**src/rtl/stage_flow_pkg.sv**
```systemverilog
package stage_flow_pkg;

    typedef enum logic [2:0] {
        ST_IDLE   = 3'd0,
        ST_RUN    = 3'd1,
        ST_BLOCK  = 3'd2,
        ST_UNBLK  = 3'd3,
        ST_SQUASH = 3'd4
    } flow_state_e;

    localparam int NUM_PHASE_CNT = 3;

endpackage

```
**src/rtl/stage_skid_fifo.sv**
```systemverilog
module stage_skid_fifo #(
    parameter int DEPTH = 4,
    parameter int W     = 3,
    localparam int PTR_W = (DEPTH > 1) ? $clog2(DEPTH) : 1,
    localparam int CNT_W = $clog2(DEPTH + 1)
) (
    input  logic             clk,
    input  logic             rst_n,
    input  logic             flush,
    input  logic             push,
    input  logic [W-1:0]     push_data,
    input  logic             pop,
    output logic [W-1:0]     head,
    output logic [CNT_W-1:0] count,
    output logic             overflow
);

    logic [W-1:0]     mem [DEPTH];
    logic [PTR_W-1:0] rd_ptr, wr_ptr;
    logic [CNT_W-1:0] cnt_q;
    logic             full, do_push;

    function automatic logic [PTR_W-1:0] ptr_next(input logic [PTR_W-1:0] p);
        return (p == PTR_W'(DEPTH - 1)) ? '0 : p + PTR_W'(1);
    endfunction

    assign full     = (cnt_q == CNT_W'(DEPTH));
    assign do_push  = push && (!full || pop);
    assign overflow = push && full && !pop && !flush;
    assign head     = mem[rd_ptr];
    assign count    = cnt_q;

    always_ff @(posedge clk) begin
        if (!rst_n || flush) begin
            rd_ptr <= '0;
            wr_ptr <= '0;
            cnt_q  <= '0;
        end else begin
            if (do_push) wr_ptr <= ptr_next(wr_ptr);
            if (pop)     rd_ptr <= ptr_next(rd_ptr);
            cnt_q <= cnt_q + CNT_W'(do_push) - CNT_W'(pop);
        end
    end

    always_ff @(posedge clk) begin
        if (rst_n && !flush && do_push) mem[wr_ptr] <= push_data;
    end

    // occupancy never exceeds the configured depth
    a_r9_count_bound: assert property (@(posedge clk) disable iff (!rst_n)
        cnt_q <= CNT_W'(DEPTH));

    // a pop is only ever requested on a non-empty buffer
    a_r6_no_pop_empty: assert property (@(posedge clk) disable iff (!rst_n)
        pop |-> (cnt_q != '0));

endmodule

```
**src/rtl/stage_sat_cnt.sv**
```systemverilog
module stage_sat_cnt #(
    parameter int W = 32
) (
    input  logic         clk,
    input  logic         rst_n,
    input  logic         inc,
    output logic [W-1:0] q
);

    always_ff @(posedge clk) begin
        if (!rst_n)
            q <= '0;
        else if (inc && (q != '1))
            q <= q + W'(1);
    end

    // an all-ones counter never wraps back
    a_r10_no_wrap: assert property (@(posedge clk) disable iff (!rst_n)
        ($past(q) == '1) |-> (q == '1));

endmodule

```
**src/rtl/stage_flow_ctrl.sv**
```systemverilog
module stage_flow_ctrl
    import stage_flow_pkg::*;
#(
    parameter int SKID_DEPTH = 4,
    parameter int GRP_W      = 3,
    parameter int CNT_W      = 32,
    localparam int FC_W      = $clog2(SKID_DEPTH + 1)
) (
    input  logic             clk,
    input  logic             rst_n,
    input  logic             up_valid,
    input  logic [GRP_W-1:0] up_size,
    input  logic             dn_stall,
    input  logic             dn_squash,
    input  logic             dn_rob_squash,
    input  logic             iq_full,
    output logic             up_stall,
    output logic [2:0]       state_o,
    output logic             rep_valid,
    output logic [GRP_W-1:0] rep_size,
    output logic             sq_start,
    output logic             sq_cont,
    output logic             sq_stop,
    output logic             ovf_err,
    output logic [CNT_W-1:0] cnt_blocked,
    output logic [CNT_W-1:0] cnt_unblock,
    output logic [CNT_W-1:0] cnt_squash
);

    flow_state_e      state_q, state_d;
    logic             any_sq;
    logic             f_push, f_pop, f_flush, f_ovf;
    logic [GRP_W-1:0] f_head;
    logic [FC_W-1:0]  f_cnt;
    logic             ovf_q;
    logic [CNT_W-1:0] phase_cnt [NUM_PHASE_CNT];

    assign any_sq = dn_squash || dn_rob_squash;

    // State register
    always_ff @(posedge clk) begin
        if (!rst_n) state_q <= ST_IDLE;
        else        state_q <= state_d;
    end

    // Next-state decode
    always_comb begin
        state_d = state_q;
        unique case (state_q)
            ST_IDLE, ST_RUN: begin
                if (dn_stall)    state_d = ST_BLOCK;
                else if (any_sq) state_d = ST_SQUASH;
                else             state_d = ST_RUN;
            end
            ST_BLOCK: begin
                if (any_sq)                     state_d = ST_SQUASH;
                else if (!dn_stall && !iq_full) state_d = ST_UNBLK;
            end
            ST_UNBLK: begin
                if (dn_stall)                                 state_d = ST_BLOCK;
                else if (any_sq)                              state_d = ST_SQUASH;
                else if (f_cnt <= FC_W'(1) && !up_valid)      state_d = ST_RUN;
            end
            ST_SQUASH: begin
                if (!any_sq) state_d = ST_RUN;
            end
            default: state_d = ST_IDLE;
        endcase
    end

    // Output and buffer-control decode
    always_comb begin
        f_push   = 1'b0;
        f_pop    = 1'b0;
        f_flush  = 1'b0;
        up_stall = 1'b0;
        sq_start = 1'b0;
        sq_cont  = 1'b0;
        sq_stop  = 1'b0;
        unique case (state_q)
            ST_IDLE, ST_RUN: begin
                f_push   = dn_stall && up_valid;
                sq_start = !dn_stall && any_sq;
            end
            ST_BLOCK: begin
                up_stall = 1'b1;
                f_push   = !any_sq && up_valid;
                f_flush  = any_sq;
                sq_start = any_sq;
            end
            ST_UNBLK: begin
                f_push   = up_valid && (dn_stall || !any_sq);
                f_pop    = !dn_stall && !any_sq && (f_cnt != '0);
                f_flush  = !dn_stall && any_sq;
                sq_start = !dn_stall && any_sq;
                up_stall = (f_cnt > FC_W'(1)) || ((f_cnt == FC_W'(1)) && !f_pop);
            end
            ST_SQUASH: begin
                sq_cont = any_sq;
                sq_stop = !any_sq;
            end
            default: ;
        endcase
    end

    assign rep_valid = f_pop;
    assign rep_size  = f_head;
    assign state_o   = state_q;
    assign ovf_err   = ovf_q;

    stage_skid_fifo #(
        .DEPTH (SKID_DEPTH),
        .W     (GRP_W)
    ) u_skid (
        .clk       (clk),
        .rst_n     (rst_n),
        .flush     (f_flush),
        .push      (f_push),
        .push_data (up_size),
        .pop       (f_pop),
        .head      (f_head),
        .count     (f_cnt),
        .overflow  (f_ovf)
    );

    always_ff @(posedge clk) begin
        if (!rst_n)     ovf_q <= 1'b0;
        else if (f_ovf) ovf_q <= 1'b1;
    end

    localparam flow_state_e PHASE_ST [NUM_PHASE_CNT] = '{ST_BLOCK, ST_UNBLK, ST_SQUASH};

    for (genvar g = 0; g < NUM_PHASE_CNT; g++) begin : g_phase
        stage_sat_cnt #(.W(CNT_W)) u_cnt (
            .clk   (clk),
            .rst_n (rst_n),
            .inc   (state_q == PHASE_ST[g]),
            .q     (phase_cnt[g])
        );
    end

    assign cnt_blocked = phase_cnt[0];
    assign cnt_unblock = phase_cnt[1];
    assign cnt_squash  = phase_cnt[2];

    // a downstream stall in RUN leads to an upstream stall next cycle
    a_r2_stall_blocks: assert property (@(posedge clk) disable iff (!rst_n)
        (state_q == ST_RUN && dn_stall) |=> up_stall);

    // a squash flag in RUN without stall leads to SQUASH
    a_r3_enter_squash: assert property (@(posedge clk) disable iff (!rst_n)
        (state_q == ST_RUN && !dn_stall && any_sq) |=> (state_q == ST_SQUASH));

    // BLOCK never leaves for UNBLK while stall or queue-full persists
    a_r5_unblock_gate: assert property (@(posedge clk) disable iff (!rst_n)
        (state_q == ST_BLOCK && (dn_stall || iq_full)) |=> (state_q != ST_UNBLK));

    // RUN is reached from UNBLK only with an empty skid buffer
    a_r6_drained: assert property (@(posedge clk) disable iff (!rst_n)
        ($past(state_q) == ST_UNBLK && state_q == ST_RUN) |-> (f_cnt == '0));

    // squashing persists while any squash flag is held
    a_r8_hold_squash: assert property (@(posedge clk) disable iff (!rst_n)
        (state_q == ST_SQUASH && any_sq) |=> (state_q == ST_SQUASH));

    // at most one issue-queue strobe per cycle
    a_r8_one_strobe: assert property (@(posedge clk) disable iff (!rst_n)
        $onehot0({sq_start, sq_cont, sq_stop}));

    // the overflow flag is sticky
    a_r9_sticky: assert property (@(posedge clk) disable iff (!rst_n)
        $past(ovf_q) |-> ovf_q);

endmodule

```
**config.mk**
```make
export PLATFORM = sky130hd
export DESIGN_NAME = stage_flow_ctrl
export DESIGN_NICKNAME = d
export VERILOG_FILES = /design/src/rtl/stage_flow_pkg.sv /design/src/rtl/stage_skid_fifo.sv /design/src/rtl/stage_sat_cnt.sv /design/src/rtl/stage_flow_ctrl.sv
export SDC_FILE = /design/constraint.sdc
export NUM_CORES = 1
export LEC_CHECK = 0
export ABC_AREA = 1
export BUFFER_PORTS_ARGS = -buffer_cell sky130_fd_sc_hd__buf_2
export CAP_MARGIN = 0
export CORE_MARGIN = 2
export CORE_UTILIZATION = 52
export DETAILED_ROUTE_END_ITERATION = 8
export GPL_ROUTABILITY_DRIVEN = 0
export PLACE_DENSITY_LB_ADDON = 0.1
export SLEW_MARGIN = 30
export SYNTH_ARGS = -nofsm -noshare
export SYNTH_HDL_FRONTEND = slang
export SYNTH_SLANG_ARGS = --single-unit
```
**constraint.sdc**
```tcl
create_clock -name clk -period 2 [get_ports clk]
set_input_delay 0.3 -clock clk [delete_from_list [all_inputs] [get_ports clk]]
set_output_delay 0.3 -clock clk [all_outputs]
set_load 0.03 [all_outputs]
```
* Yosys cells after proc, flatten, opt, wreduce, memory -nomap -nowiden *
Memory sizes are Yosys's and may differ from the RTL's. A register that Yosys moved wholly into a read port is not among the register bits.
Index checks and enable logic that the tools add are counted.

word-level totals
  register bits = 107
  latch bits = 0
  bits in writable memories = 12
  bits in read-only memories = 0
  input port bits = 10
  output and inout bits = 108
  word-level logic and storage cells = 91
  memories kept = 1

operators by class
  $add $sub $neg = 7
  multiply operators = 0
  div/mod/pow operators = 0
  $lt $le $gt $ge = 2
  eq/ne operators = 14
  shift-type cells = 0
  mux-type cells = 22
  bitwise gates (word level) = 0
  reduce and logical (&&, ||, !) cells = 37

memory list
  memory      depth  bits a word  read ports  clocked after Yosys merged registers in  write ports  RTL line               source
  u_skid.mem  4      3            1           1                                        1            stage_skid_fifo.sv:18  logic [W-1:0] mem [DEPTH];

operator list
  cell                   count
  $add 32x1->32 const B  3
  $ne 32x32->1 const B   3
  $mux 3                 8
  $logic_and 1x1->1      18
  $pmux 3 s4             1
  $logic_not 1->1        9
  $mux 2                 4
  $eq 3x1->1 const B     2
  $eq 3x2->1 const B     2
  $eq 3x3->1 const B     2
  $pmux 1 s2             3
  $logic_or 1x1->1       5
  $mux 1                 5
  $add 2x1->2 const B    2
  $eq 2x2->1 const B     2
  $ne 4x4->1 const B     1
  $add 3x1->3            1
  $gt 3x1->1 const B     1
  $le 3x1->1 const B     1
  $logic_not 3->1        1
  $ne 3x3->1 const B     1
  $pmux 1 s3             1
  $reduce_and 3->1       1
  $reduce_bool 3->1      1
  other kinds (4)        4

* Logic depth before layout (Yosys ltp) *
  word-level depth = 10
  depth in mapped cells = 11
  gate-level depth less buffers = 11

* Modules after synthesis *
A second synthesis with hierarchy kept.

second synthesis, totals
  cells, all modules = 1129
  area total of the unflattened synthesis = 7034.2 um2

modules (own cells, without submodules)
  module           instances  cells an instance  area an instance (um2)  seq. area each (um2)
  stage_sat_cnt    3          324                1911.8                  640.6
  stage_skid_fifo  1          96                 937.1                   540.5
  stage_flow_ctrl  1          61                 361.6                   80.1

* Least setup slack after synthesis *
No wires, ideal clock.

  kind = register to register
  start point = reg state_q[0] (netlist: state_o[0])
  end point = reg u_skid.cnt_q[1] (netlist: u_skid.count[1])
  library setup time = 116 ps
  arrival time = 2311 ps
  required time = 1884 ps
  setup slack = -427 ps
  cell stages (with the launch flop) = 11
  buffers on the path = 0
  clock period less this slack = 2427 ps
  path through = dfxtp_1 > inv_2 > nor2_8 > nand3_1 > inv_1 > ha_1 > inv_1 > ha_1 > fa_1 > inv_1 > nor2_1

between the ends
  cells in the longest elaborated chain, start to end = 6
  elaborated cells between the ends (all ways) = 13
  those cells by class = add/sub (2); eq/ne (3); mux (3); reduce/logical (5)

RTL lines
  item                      RTL line               source
  start: declaration        stage_flow_ctrl.sv:30  flow_state_e state_q, state_d;
  start signal: assignment  stage_flow_ctrl.sv:43  else state_q <= state_d;
  $eq 3x2->1 (*)            stage_flow_ctrl.sv:80  unique case (state_q)
  $mux 1 (*)                stage_flow_ctrl.sv:80
  net rep_valid             stage_flow_ctrl.sv:19  output logic rep_valid,
  $logic_or 1x1->1          stage_skid_fifo.sv:28  assign do_push = push && (!full || pop);
  $logic_and 1x1->1         stage_skid_fifo.sv:28
  $add 3x1->3               stage_skid_fifo.sv:41  cnt_q <= cnt_q + CNT_W'(do_push) - CNT_W'(pop);
  $sub 3x1->3 (*)           stage_skid_fifo.sv:41
  end signal: assignment    stage_skid_fifo.sv:41
  end: declaration          stage_skid_fifo.sv:20  logic [CNT_W-1:0] cnt_q;

Mark *: on every way through the listed nets, which the timed path passes. The rest lies on a longest branch.
A chain may end at the register's enable or synchronous reset.

* Final worst setup path *
  start point = reg u_skid.cnt_q[1] (netlist: u_skid.count[1])
  end point = out up_stall

between the ends
  cells in the longest elaborated chain, start to end = 6
  elaborated cells between the ends (all ways) = 8
  those cells by class = order compare (1); eq/ne (1); mux (1); reduce/logical (5)

RTL lines
  item                                                                RTL line               source
  parallel branches: the longest is 4 deep, another holds $gt 3x1->1  -
  $logic_or 1x1->1 (*)                                                stage_flow_ctrl.sv:96  up_stall = (f_cnt > FC_W'(1)) || ((f_cnt == FC_W'(1)) && !f_pop);
  $pmux 1 s2 (*)                                                      stage_flow_ctrl.sv:80
  end: declaration                                                    stage_flow_ctrl.sv:17  output logic up_stall,

Every way passes the cells marked *.

==> summary.md <==
| Metric | Value |
|---|---|
| Outcome | completed |
| Hold path startpoint | up_size[0] |
| Max Freq | 521 MHz |
| Critical path startpoint category | register |
| Crit path launch | u_skid.count[1] |
| Initial antenna violation count | 0 |
| Async SR Flop Fraction | 0% |
| Critical Path AT | 1.62 ns |
| Compound-Gate Fraction of Synth Area | 8.46% |
| Most crowded layer after global routing | met2 |
| Worst-Margin Slew | 0.410 ns |
| Adder-cell share of the synthesized area | 2.23% |
| Slowest-stage cell, CP | dfxtp_2 |
| Post-synthesis sequential area ratio | 33.3% |
| EDFF count, synth | 12 |
| Worst path most repeated cell | nand2_1 |
| CTS H-tree lvls | 4 |
| Post-Synth Simple-Gate Area | 42.8% |
| Met1 usage | 33.3% |
| Max stage delay on crit path | 0.35 ns |
| # port buffers | 117 |
| Detailed-route via count | 7810 |
| PnR worst setup slack | 0.0793 ns |
| Final cycle utilization of the critical path | 96.0% |
| Inserted Diodes | 0 |
| Synth Area in XOR/XNOR | 5.17% |
| Cts bufs inserted | 17 |
| Post-synthesis net count | 1208 |
| Final Hold Vio Count | 0 |
| Post-DP HPWL | 15000 um |
| Post-CTS setup buffer count | 0 |
| TritonCTS Sinks | 121 |
| Design area | 9480 sq um |
| Avg Cell Area, Syn | 6.44 sq um |
| Synth cell types | 40 |
| Wire per inst | 12.7 um |
| # nets final | 1390 |
| RSZ-0062 raised after global routing | true |
| Via density | 4.99 |
| Grt met3 use | 6.38% |
| Critical Path End Type | output port |
| Post-Syn Area | 7630 sq um |
| Reg2reg start | state_o[2] |
| Top Ports | 118 |
| Clock insertion delay at the later pin of the skew report | 0.42 ns |
| Fin. max-slew vios | 0 |
| Detail Route Antenna Nets | 0 |
| Worst path top cell family by delay | flip-flops |
| Setup WS pre-CTS | -0.0829 ns |
| Top_reg_cell synth | dfxtp_1 |
| Post-synthesis mux area share | 0% |
| Die area | 15700 sq um |
| Buffers & Inverters on Critical Path | 3 |
| Area after DPL | 8840 sq um |
| Root Buffer | clkbuf_16 |
| Routed WL | 19900 um |
| # rows | 44 |
| Crit path time final | 1.92 ns |
| TritonRoute pass-1 iters | 6 |
| Die X-Extent | 125 um |
| Synth Instances | 1185 |
| Crit path required time | 1.70 ns |
| Setup Viol. Count Final | 0 |
| Share of the synthesized area in the top cell type | 28.6% |
| Clk buf depth | 2 |
| Fillers | 1372 |
| P per Cell Area | 671 nW/um^2 |
| Area grow syn2layout | 24.2% |
| Rel. slew slack | 72.5% |
| Dominant cell type by area after synthesis | dfxtp_1 |
| Worst-path clk slew | 0.06 ns |
| Final core utilization | 65.7% |
| Number of synthesized register bits | 121 |
| Initial DRC count | 540 |
| Vias in the first global route | 7023 |
| Core area | 14400 sq um |
| Drt drc | 0 |
| Starting Density | 52.9% |
| Most frequent cells in the layout | nand2_1 (427), nor2_1 (202), buf_2 (116) |
| Max_cap viols | 0 |
| Largest fanout on the critical path | 4 |
| Largest cells by area after synthesis | dfxtp_1 (29%), nand2_1 (21%), nor2_1 (10%) |
| Cells along the critical path | inv_2, buf_6, ha_1, nand2_1, nand2_2, nand2_1, o21ai_1, nand2_1, nand2_2, buf_6 |
| GR Util met2 | 42.1% |
| GRT Overall Usage | 25.5% |
| Peak supply drop | 554 uV |
| Most common cell after layout, fill and taps aside | nand2_1 |
| Hold crit path type | input port to register |
| YS warnings | 0 |
| Worst Clk Skew | 0.00857 ns |
| Share of cells above drive strength 1 | 22.6% |
| First-pass GRT wire length | 33100 um |
| Crit Path Class | register to output port |
| P_leak | 3.97 nW |
| Die height | 125 um |
| # hold bufs at CTS | 0 |
| Combinational family with the most area after synthesis | simple AND/OR/NAND/NOR gates |
| Pin count of the biggest net entering global routing | 43 |
| CTS tree | done |
| Total grt overflow | 0 |
worst paths after layout:
kind	end	slack [ns]	cells after the start
worst min-delay path	u_skid.mem[2][0]	0.11	1
worst max-delay path	up_stall	0.08	10
worst min register to register	ovf_err	0.48	2
worst max register to register	u_skid.count[1]	0.12	11
layer usage:
| metal | share of wire, % | vias up |
|---|---|---|
| li1 | - | 4071 |
| met1 | 45 | 3507 |
| met2 | 47 | 198 |
| met3 | 5.9 | 34 |
| met4 | 1.5 | 0 |
| met5 | 0 | - |
timing repair:
| action | CTS | global route |
|---|---|---|
| gates resized for setup | 2 | 12 |
| endpoints found under the hold margin | 0 | 0 |
| pin swaps | 0 | 3 |
| setup endpoints to repair | 1 | 28 |
Yosys cell counts (all sizes together), types with 12 or more instances:
| library cell | count |
|---|---|
| xor2 | 32 |
| edfxtp | 12 |
| nand3 | 58 |
| nor2 | 218 |
| o21ai | 21 |
| inv | 109 |
| dfxtp | 109 |
| xnor2 | 13 |
| buf | 13 |
| ha | 12 |
| nand2 | 467 |
| a21oi | 80 |
kinds of logic after synthesis:
group                      after synthesis
DFF                                    121
xor gates and xnor gates                45
adders and majority gates               13
buffers and inverters                  133
and+or+nand+nor                        763
AOI/OAI and AO/OA                      110
sequential cells by signal, indices dropped and copies added (netlist names), named ones only:
| signal | cells |
|---|---|
| g_phase.u_cnt.q | 96 |
| u_skid.mem | 12 |
| state_o | 3 |
| u_skid.count | 3 |
| u_skid.rd_ptr | 2 |
| u_skid.wr_ptr | 2 |
| ovf_err | 1 |
final cells by class:
type                    instances  area (sq um)  share of cell area, %
well taps                     184           230                   2.43
inverters                     109           427                   4.50
clock inverters                14           181                   1.91
clock buffers                  18           429                   4.53
multi-input cells             931          4510                   47.6
flip-flops and latches        121          2550                   27.0
repair buffers                187          1150                   12.1
metrics by stage:
stage	hold slack, ns	cells	power [mW]	setup TNS, ns
4_1_cts	0.0902	1564	6.37	0
3_3_place_gp	0.495	1532	3.17	-0.101
5_1_grt	0.0909	1564	6.57	-0.0105
2_1_floorplan	0.399	1185	3.04	0
3_5_place_dp	0.491	1532	3.18	-0.319
6_report	0.107	1564	6.36	0
where the power goes:
part           internal [mW]  switching [mW]  total (mW)
clock                   2.07            1.15        3.22
combinational          0.189           0.428       0.617
sequential              2.49          0.0372        2.53
(Power assumes the default switching activity.)
